<file path="src/rtl/zc_pkg.sv">
package zc_pkg;
  typedef enum logic [1:0] {
    ZC_IDLE    = 2'd0,
    ZC_WAIT    = 2'd1
  } zc_state_e;

  function automatic int unsigned zc_cnt_w(input int unsigned limit);
    return (limit < 2) ? 1 : $clog2(limit + 1);
  endfunction
endpackage

</file>
<file path="src/rtl/zc_mag_cmp.sv">
module zc_mag_cmp #(
  parameter int SAMPLE_W = 16
) (
  input  logic signed [SAMPLE_W-1:0] smp_i,
  input  logic        [SAMPLE_W-2:0] thresh_i,
  output logic                       near_o
);
  localparam logic [SAMPLE_W-1:0] MIN_CODE = {1'b1, {(SAMPLE_W-1){1'b0}}};
  localparam logic [SAMPLE_W-2:0] MAX_MAG  = {(SAMPLE_W-1){1'b1}};

  logic [SAMPLE_W-1:0] neg_val;
  logic [SAMPLE_W-2:0] mag;

  always_comb begin
    neg_val = -smp_i;
    if (!smp_i[SAMPLE_W-1])
      mag = smp_i[SAMPLE_W-2:0];
    else if (smp_i == MIN_CODE)
      mag = MAX_MAG;
    else
      mag = neg_val[SAMPLE_W-2:0];
    near_o = (mag <= thresh_i);
  end
endmodule

</file>
<file path="src/rtl/zc_timeout_ctr.sv">
module zc_timeout_ctr #(
  parameter int LIMIT = 64
) (
  input  logic clk,
  input  logic rst,
  input  logic clear_i,
  input  logic step_i,
  output logic expire_o
);
  localparam int CW = zc_pkg::zc_cnt_w(LIMIT);
  localparam logic [CW-1:0] LAST = CW'(LIMIT - 1);

  logic [CW-1:0] cnt;

  always_ff @(posedge clk) begin
    if (rst || clear_i)
      cnt <= '0;
    else if (step_i)
      cnt <= (cnt == LAST) ? '0 : cnt + 1'b1;
  end

  assign expire_o = step_i && (cnt == LAST);
endmodule

</file>
<file path="src/rtl/zc_gain_gate.sv">
module zc_gain_gate #(
  parameter int                SAMPLE_W   = 16,
  parameter int                GAIN_W     = 8,
  parameter int                TIMEOUT    = 64,
  parameter logic [GAIN_W-1:0] RESET_GAIN = 8'h40
) (
  input  logic                       clk,
  input  logic                       rst,
  input  logic signed [SAMPLE_W-1:0] smp_i,
  input  logic                       smp_vld_i,
  input  logic        [SAMPLE_W-2:0] thresh_i,
  input  logic        [GAIN_W-1:0]   req_gain_i,
  input  logic                       req_wr_i,
  output logic        [GAIN_W-1:0]   gain_o,
  output logic                       pending_o
);
  import zc_pkg::*;

  zc_state_e         state;
  logic [GAIN_W-1:0] pend_q;
  logic              near;
  logic              eval;
  logic              step;
  logic              expire;
  logic              apply;

  zc_mag_cmp #(.SAMPLE_W(SAMPLE_W)) u_mag (
    .smp_i    (smp_i),
    .thresh_i (thresh_i),
    .near_o   (near)
  );

  // a strobed sample is only evaluated when no write collides with it
  assign eval  = (state == ZC_WAIT) && smp_vld_i && !req_wr_i;
  assign step  = eval && !near;
  assign apply = eval && (near || expire);

  zc_timeout_ctr #(.LIMIT(TIMEOUT)) u_tmo (
    .clk      (clk),
    .rst      (rst),
    .clear_i  (req_wr_i),
    .step_i   (step),
    .expire_o (expire)
  );

  always_ff @(posedge clk) begin
    if (rst) begin
      state  <= ZC_IDLE;
      pend_q <= RESET_GAIN;
      gain_o <= RESET_GAIN;
    end else if (req_wr_i) begin
      if (req_gain_i == gain_o) begin
        state <= ZC_IDLE;
      end else begin
        state  <= ZC_WAIT;
        pend_q <= req_gain_i;
      end
    end else if (apply) begin
      gain_o <= pend_q;
      state  <= ZC_IDLE;
    end
  end

  assign pending_o = (state == ZC_WAIT);
endmodule

</file>
<file path="config.mk">
export PLATFORM = sky130hd
export DESIGN_NAME = zc_gain_gate
export DESIGN_NICKNAME = d
export VERILOG_FILES = /design/src/rtl/zc_pkg.sv /design/src/rtl/zc_mag_cmp.sv /design/src/rtl/zc_timeout_ctr.sv /design/src/rtl/zc_gain_gate.sv
export SDC_FILE = /design/constraint.sdc
export NUM_CORES = 1
export LEC_CHECK = 0
export BUFFER_PORTS_ARGS = -buffer_cell sky130_fd_sc_hd__buf_2
export CAP_MARGIN = 20
export CORE_ASPECT_RATIO = 0.6
export CORE_MARGIN = 2
export CORE_UTILIZATION = 52
export DETAILED_ROUTE_END_ITERATION = 8
export HOLD_SLACK_MARGIN = 0.08
export PLACE_DENSITY = 0.8
export SYNTH_ARGS = -nofsm -noshare
export SYNTH_HDL_FRONTEND = slang
export SYNTH_SLANG_ARGS = --single-unit
</file>
<file path="constraint.sdc">
create_clock -name clk -period 4.6 [get_ports clk]
set_input_delay 0.46 -clock clk [delete_from_list [all_inputs] [get_ports clk]]
set_output_delay 0.46 -clock clk [all_outputs]
set_load 0.02 [all_outputs]
</file>
==> flow_metrics.env, run 1 <==
export IMPL_path_max_fanout=13
export IMPL_syn_nets=292
export IMPL_setup_violations=0
export IMPL_first_pass_iters=4
export IMPL_finClkSkew_ps=1.89
export IMPL_crit_chain="buf_2 > inv_1 > ha_1 > or3b_2 > nor3_1 > nand3_1 > nor3_1 > nand3b_1 > nand2_1 > ha_1 > nand3_1 > or3_1 > o21bai_1 > a211o_1 > or3_1 > a21oi_1"
export IMPL_p_per_area_nw_per_um2=237
export IMPL_post_route_cell_area_um2=2190
export IMPL_ys_async_sr_fraction=0
export IMPL_numPortBuffers=51
export IMPL_final_net_count=341
export IMPL_track_usage=0.215
export IMPL_cp_data_arrival_time_ps=4250
export IMPL_end_kind="flip-flop"
export IMPL_cpMaxStageDelayCell="or3b_2"
export IMPL_wl_per_cell_um=12.1
export IMPL_cts_inserted_buffers=3
export IMPL_cts_tree="built"
export IMPL_critPathLaunchType="input pin"
export IMPL_place_area_um2=2110
export IMPL_fmax_mhz=247
export IMPL_grt_max_degree=29
export IMPL_dieArea_um2=4030
export IMPL_synth_cell_types=38
export IMPL_place_gp_congestion=0.865
export IMPL_ir_drop_v=0.000167
export IMPL_cap_violations=0
export IMPL_route_detailed_drc=0
export IMPL_synth_edf_count=0
export IMPL_post_route_period_util=0.880
export IMPL_slew_headroom=0.681
export IMPL_ios=52
export IMPL_grt_pass1_vias=1519
export IMPL_die_w_um=80.6
export IMPL_clockRootBuffer="clkbuf_8"
export IMPL_antenna_found_initial=0
export IMPL_grt_overflow_total=0
export IMPL_outcome="complete, no violations"
export IMPL_fp_dieH_um=50.0
export IMPL_worstPathRequired_ps=4800
export IMPL_grt_pass1_wl_um=6760
export IMPL_post_route_min_period_ps=4050
export IMPL_synth_seq_area_share=0.262
export IMPL_hpwlAfterDp_um=3120
export IMPL_totalWireLength_um=3940
export IMPL_drive_gt1_frac=0.221
export IMPL_syn_area_per_cell_um2=7.89
export IMPL_hp_class="input pin to flip-flop"
export IMPL_start_util=0.554
export IMPL_cts_setup_buffers=0
export IMPL_leakage_nw=1.02
export IMPL_drt_iter0_drc=82
export IMPL_cpLargestDelayFamily="simple AND/OR/NAND/NOR gates"
export IMPL_holdWs_ps=455
export IMPL_slowest_delay_ps=470
export IMPL_clk_latency_ps=260
export IMPL_clock_path_buffers=2
export IMPL_cts_num_sinks=24
export IMPL_fin_setup_tns_ps=0
export IMPL_detail_route_antenna_nets=0
export IMPL_cp_num_buf_inv=2
export IMPL_rsz0062_at_grt="no"
export IMPL_cts_clk_slew_worst_paths_ps=80
export IMPL_hold_buffers=0
export IMPL_area_delta_synth_final_pct=19.4
export IMPL_ys_flop_type="dfxtp_1"
export IMPL_ys_warn_count=0
export IMPL_vias=1691
export IMPL_via_per_inst=5.20
export IMPL_maxSlewViolCount=0
export IMPL_synth_area_um2=1830
export IMPL_worst_pin_slew_ps=473
export IMPL_cts_max_level=1
export IMPL_hold_viol=0
export IMPL_core_area_um2=3300
export IMPL_p_total_w=0.000519
export IMPL_antenna_cells=0
export IMPL_dpl_worst_slack_ps=334
export IMPL_rows=16
export IMPL_synth_seq_cells=24
export IMPL_crit_type="input pin to flip-flop"
export IMPL_worst_slack_ps=552
export IMPL_cts_resized=0
export IMPL_synthesis_instances=232
## path summary, 6_finish.rpt
path	from	to	slack, ps	cells after the start
min	req_gain_i[7]	pend_q[7]$_SDFFE_PP0P_	450	3
max reg2reg	gain_o[3]$_SDFFE_PP0P_	pend_q[6]$_SDFFE_PP1P_	2810	6
max	smp_i[0]	u_tmo.cnt[2]$_SDFFE_PP0P_	550	16
min reg2reg	pend_q[6]$_SDFFE_PP1P_	pend_q[6]$_SDFFE_PP1P_	470	1
## metrics by stage
stage | utilization | cells
2_1_floorplan | - | 232
3_3_place_gp | 0.640 | 321
3_5_place_dp | 0.640 | 321
4_1_cts | 0.662 | 325
5_1_grt | 0.662 | 325
6_report | 0.662 | 325
## area by class of cell
type / count / area, um2
tap: 45 / 56.3
inverter: 19 / 71.3
fill: 313 / 1120
clock inverter: 1 / 30.0
clock buffer: 3 / 41.3
timing repair buffer: 53 / 270
sequential: 24 / 480
multi-input combinational: 180 / 1240
## worst min-delay path: cells and delay by family
kind,cells,cell delay (ps)
buffers and inverters,1,90
multiplexers,1,60
AND/OR/NAND/NOR,1,70
## logic make-up after synthesis
logic type                 Yosys count  synth area share
AOI/OAI and AO/OA                   40             0.134
xor gates and xnor gates            19            0.0909
adders and majority gates           17             0.116
buffers and inverters               28            0.0622
DFF                                 24             0.262
muxes                               15            0.0820
and+or+nand+nor                     89             0.252
## layer usage
layer / GRT usage / wire (um) / vias up
met5: 0 / 0 / -
met4: 0.0339 / 19 / 0
met3: 0.0495 / 164 / 4
met2: 0.318 / 1630 / 35
met1: 0.320 / 2130 / 755
li1: - / - / 897
## power by group
group | total [W] | switching (W) | internal [W]
combinational | 0.000120 | 0.0000634 | 0.0000565
sequential | 0.000217 | 0.00000322 | 0.000213
clock | 0.000182 | 0.0000661 | 0.000116
## cell usage after synthesis (3+ instances only)
master	number	area [um2]
a21oi_1	13	65.1
clkbuf_1	6	22.5
dfxtp_1	24	480
ha_1	17	213
inv_1	19	71.3
mux2i_1	15	150
nand2_1	21	78.8
nand2b_1	15	93.8
nand3_1	7	35.0
nand3b_1	4	30.0
nand4_1	3	18.8
nor2_1	16	60.1
nor3_1	6	30.0
o21ai_0	11	55.1
o31ai_1	3	22.5
or3_1	7	43.8
xnor2_1	9	78.8
xor2_1	10	87.6
## sequential cells by signal, indices dropped and copies added, names as in the netlist
signal     count
state          1
pend_q         8
u_tmo.cnt      7
gain_o         8
## cells in the final DEF, fill, tap and decap left out, types with 3 or more instances in the layout
master    instances
nand4_1           3
ha_1             17
o21ai_0          11
clkbuf_8          3
mux2i_1          15
a21oi_1          13
nand2b_1         15
nand2_1          21
nor3_1            6
buf_2            51
nor2_1           16
nand3b_1          4
inv_1            19
nand3_1           7
dfxtp_1          24
o31ai_1           3
or3_1             7
xnor2_1           9
xor2_1           10
(Power assumes the default switching activity.)
==> run 2, diff against run 1 <==
REMOVE_ABC_BUFFERS = 1   (was default)
==> run 2 against run 1 <==
Compared with the run above:
- core utilization is 0.91 points lower
- critical endpoint is now u_tmo.cnt[4]$_SDFFE_PP0P_
- critical path depth unchanged
- wire length shrank 2.7%
- highest routed layer unchanged
- cell count decreased by 0.31%
- largest cell class unchanged
- die area stayed put
- largest power group unchanged
- global-route usage decreased by 0.56 points
- critical path type unchanged
==> flow_metrics.env, run 2 (synthesized netlist as in run 1, its figures left out) <==
export IMPL_fp_dieH_um=50.0
export IMPL_cts_clk_slew_worst_paths_ps=70
export IMPL_cts_inserted_buffers=3
export IMPL_power_switching_w=0.000126
export IMPL_rr_endpoint="pend_q[6]$_SDFFE_PP1P_"
export IMPL_vias=1662
export IMPL_antenna_cells=0
export IMPL_hold_viol=0
export IMPL_outcome="complete, no violations"
export IMPL_clock_power_share=0.260
export IMPL_grt_pass1_vias=1535
export IMPL_track_usage=0.209
export IMPL_hp_class="input pin to flip-flop"
export IMPL_die_w_um=80.6
export IMPL_final_common_cell="buf_2"
export IMPL_core_area_um2=3300
export IMPL_clock_path_buffers=2
export IMPL_finClkSkew_ps=2.94
export IMPL_worst_pin_slew_ps=468
export IMPL_reg2reg_depth=6
export IMPL_p_comb_frac=0.262
export IMPL_cts_max_level=1
export IMPL_drive_gt1_frac=0.219
export IMPL_totalWireLength_um=3830
export IMPL_p_total_w=0.000454
export IMPL_slew_headroom=0.685
export IMPL_hpwlAfterDp_um=3150
export IMPL_p_sw_frac=0.277
export IMPL_final_cell_mix="51 x buf_2, 24 x dfxtp_1, 21 x nand2_1, 19 x inv_1, 17 x ha_1"
export IMPL_route_detailed_drc=0
export IMPL_first_pass_iters=5
export IMPL_place_gp_congestion=0.765
export IMPL_final_net_count=341
export IMPL_cp_data_arrival_time_ps=4260
export IMPL_cap_violations=0
export IMPL_grt_pass1_wl_um=6710
export IMPL_rsz0062_at_grt="no"
export IMPL_post_route_min_period_ps=4070
export IMPL_p_seq_frac=0.478
export IMPL_path_max_fanout=13
export IMPL_n_fill_cell=303
export IMPL_cts_setup_buffers=0
export IMPL_grt_max_degree=29
export IMPL_cts_num_sinks=24
export IMPL_clk_latency_ps=260
export IMPL_top_regs="gain_o: 8 flops, pend_q: 8 flops, u_tmo.cnt: 7 flops"
export IMPL_p_int_w=0.000328
export IMPL_antenna_found_initial=0
export IMPL_placed_cells=321
export IMPL_setup_violations=0
export IMPL_drt_iter0_drc=69
export IMPL_end_kind="flip-flop"
export IMPL_via_per_inst=5.13
export IMPL_detail_route_antenna_nets=0
export IMPL_fmax_mhz=246
export IMPL_cts_tree="built"
export IMPL_cp_startpoint="smp_i[0]"
export IMPL_cts_resized=0
export IMPL_critical_path_endpoint="u_tmo.cnt[4]$_SDFFE_PP0P_"
export IMPL_crit_type="input pin to flip-flop"
export IMPL_worstPathRequired_ps=4790
export IMPL_r2r_setup_slack_ps=2840
export IMPL_clockRootBuffer="clkbuf_8"
export IMPL_area_delta_synth_final_pct=17.8
export IMPL_ir_drop_v=0.000186
export IMPL_p_per_area_nw_per_um2=210
export IMPL_wl_per_cell_um=11.8
export IMPL_start_util=0.554
export IMPL_fin_setup_tns_ps=0
export IMPL_rows=16
export IMPL_rr_startpoint="gain_o[0]$_SDFFE_PP0P_"
export IMPL_fin_cells=324
export IMPL_maxSlewViolCount=0
export IMPL_leakage_nw=1.01
export IMPL_ios=52
export IMPL_hold_buffers=0
export IMPL_numPortBuffers=51
export IMPL_critPathLaunchType="input pin"
export IMPL_dieArea_um2=4030
export IMPL_grt_overflow_total=0
export IMPL_post_route_period_util=0.885
==> run 2: changes by cell type in the layout (fill, tap and decap cells not counted), sizes merged <==
cell,change
bufinv,-1
==> run 2: how the worst min path moves through the flow <==
stage / startpoint / to / slack [ps] / cells after the start
after global placement: pend_q[6]$_SDFFE_PP1P_ / pend_q[6]$_SDFFE_PP1P_ / 460 / 1
after global routing: req_gain_i[7] / pend_q[7]$_SDFFE_PP0P_ / 490 / 3
after CTS: req_gain_i[7] / pend_q[7]$_SDFFE_PP0P_ / 450 / 3
after detailed placement: pend_q[6]$_SDFFE_PP1P_ / pend_q[6]$_SDFFE_PP1P_ / 460 / 1
final: req_gain_i[1] / pend_q[1]$_SDFFE_PP0P_ / 470 / 3
after floorplan: pend_q[6]$_SDFFE_PP1P_ / pend_q[6]$_SDFFE_PP1P_ / 440 / 1
==> run 2: per-stage QoR <==
step	hold WS [ps]	utilization	instance area, um2	worst slack, ps
final	466	0.653	2160	528
after global routing	488	0.653	2160	203
after CTS	454	0.653	2160	546
after detailed placement	455	0.640	2110	282
after global placement	456	0.640	2110	465
after floorplan	436	-	1790	734
==> run 2: routing by layer <==
layer,routed length (um),part of all wire,global-route usage
met1,2100,0.55,0.330
met2,1520,0.40,0.301
met3,195,0.051,0.0403
met4,7,0.0018,0.0169
met5,0,0,0
==> run 2: worst max-delay path, stage by stage <==
cell and delay, ps:
buf_2 110, inv_1 60, ha_1 160, or3b_2 480
nor3_1 250, nand3_1 160, nor3_1 210, nand3b_1 390
nand2_1 180, ha_1 160, nand3_1 100, or3_1 390
o21bai_1 190, a211o_1 430, or3_1 390, a21oi_1 150
==> run 2: power groups by stage <==
stage | Combinational, W | Clock [W] | Sequential [W]
finish | 0.000119 | 0.000118 | 0.000217
global route | 0.000135 | 0.000132 | 0.000217
CTS | 0.000119 | 0.000121 | 0.000217
detailed placement | 0.000118 | 0 | 0.000221
global placement | 0.000116 | 0 | 0.000221
floorplan | 0.0000717 | 0 | 0.000222
==> run 2: layout make-up <==
type                            count  area, um2  share of cell area
Multi-Input combinational cell    180       1240               0.573
Tap cell                           45       56.3              0.0261
Inverter                           19       71.3              0.0331
Timing Repair Buffer               53        270               0.125
Clock buffer                        3       41.3              0.0192
Sequential cell                    24        480               0.223
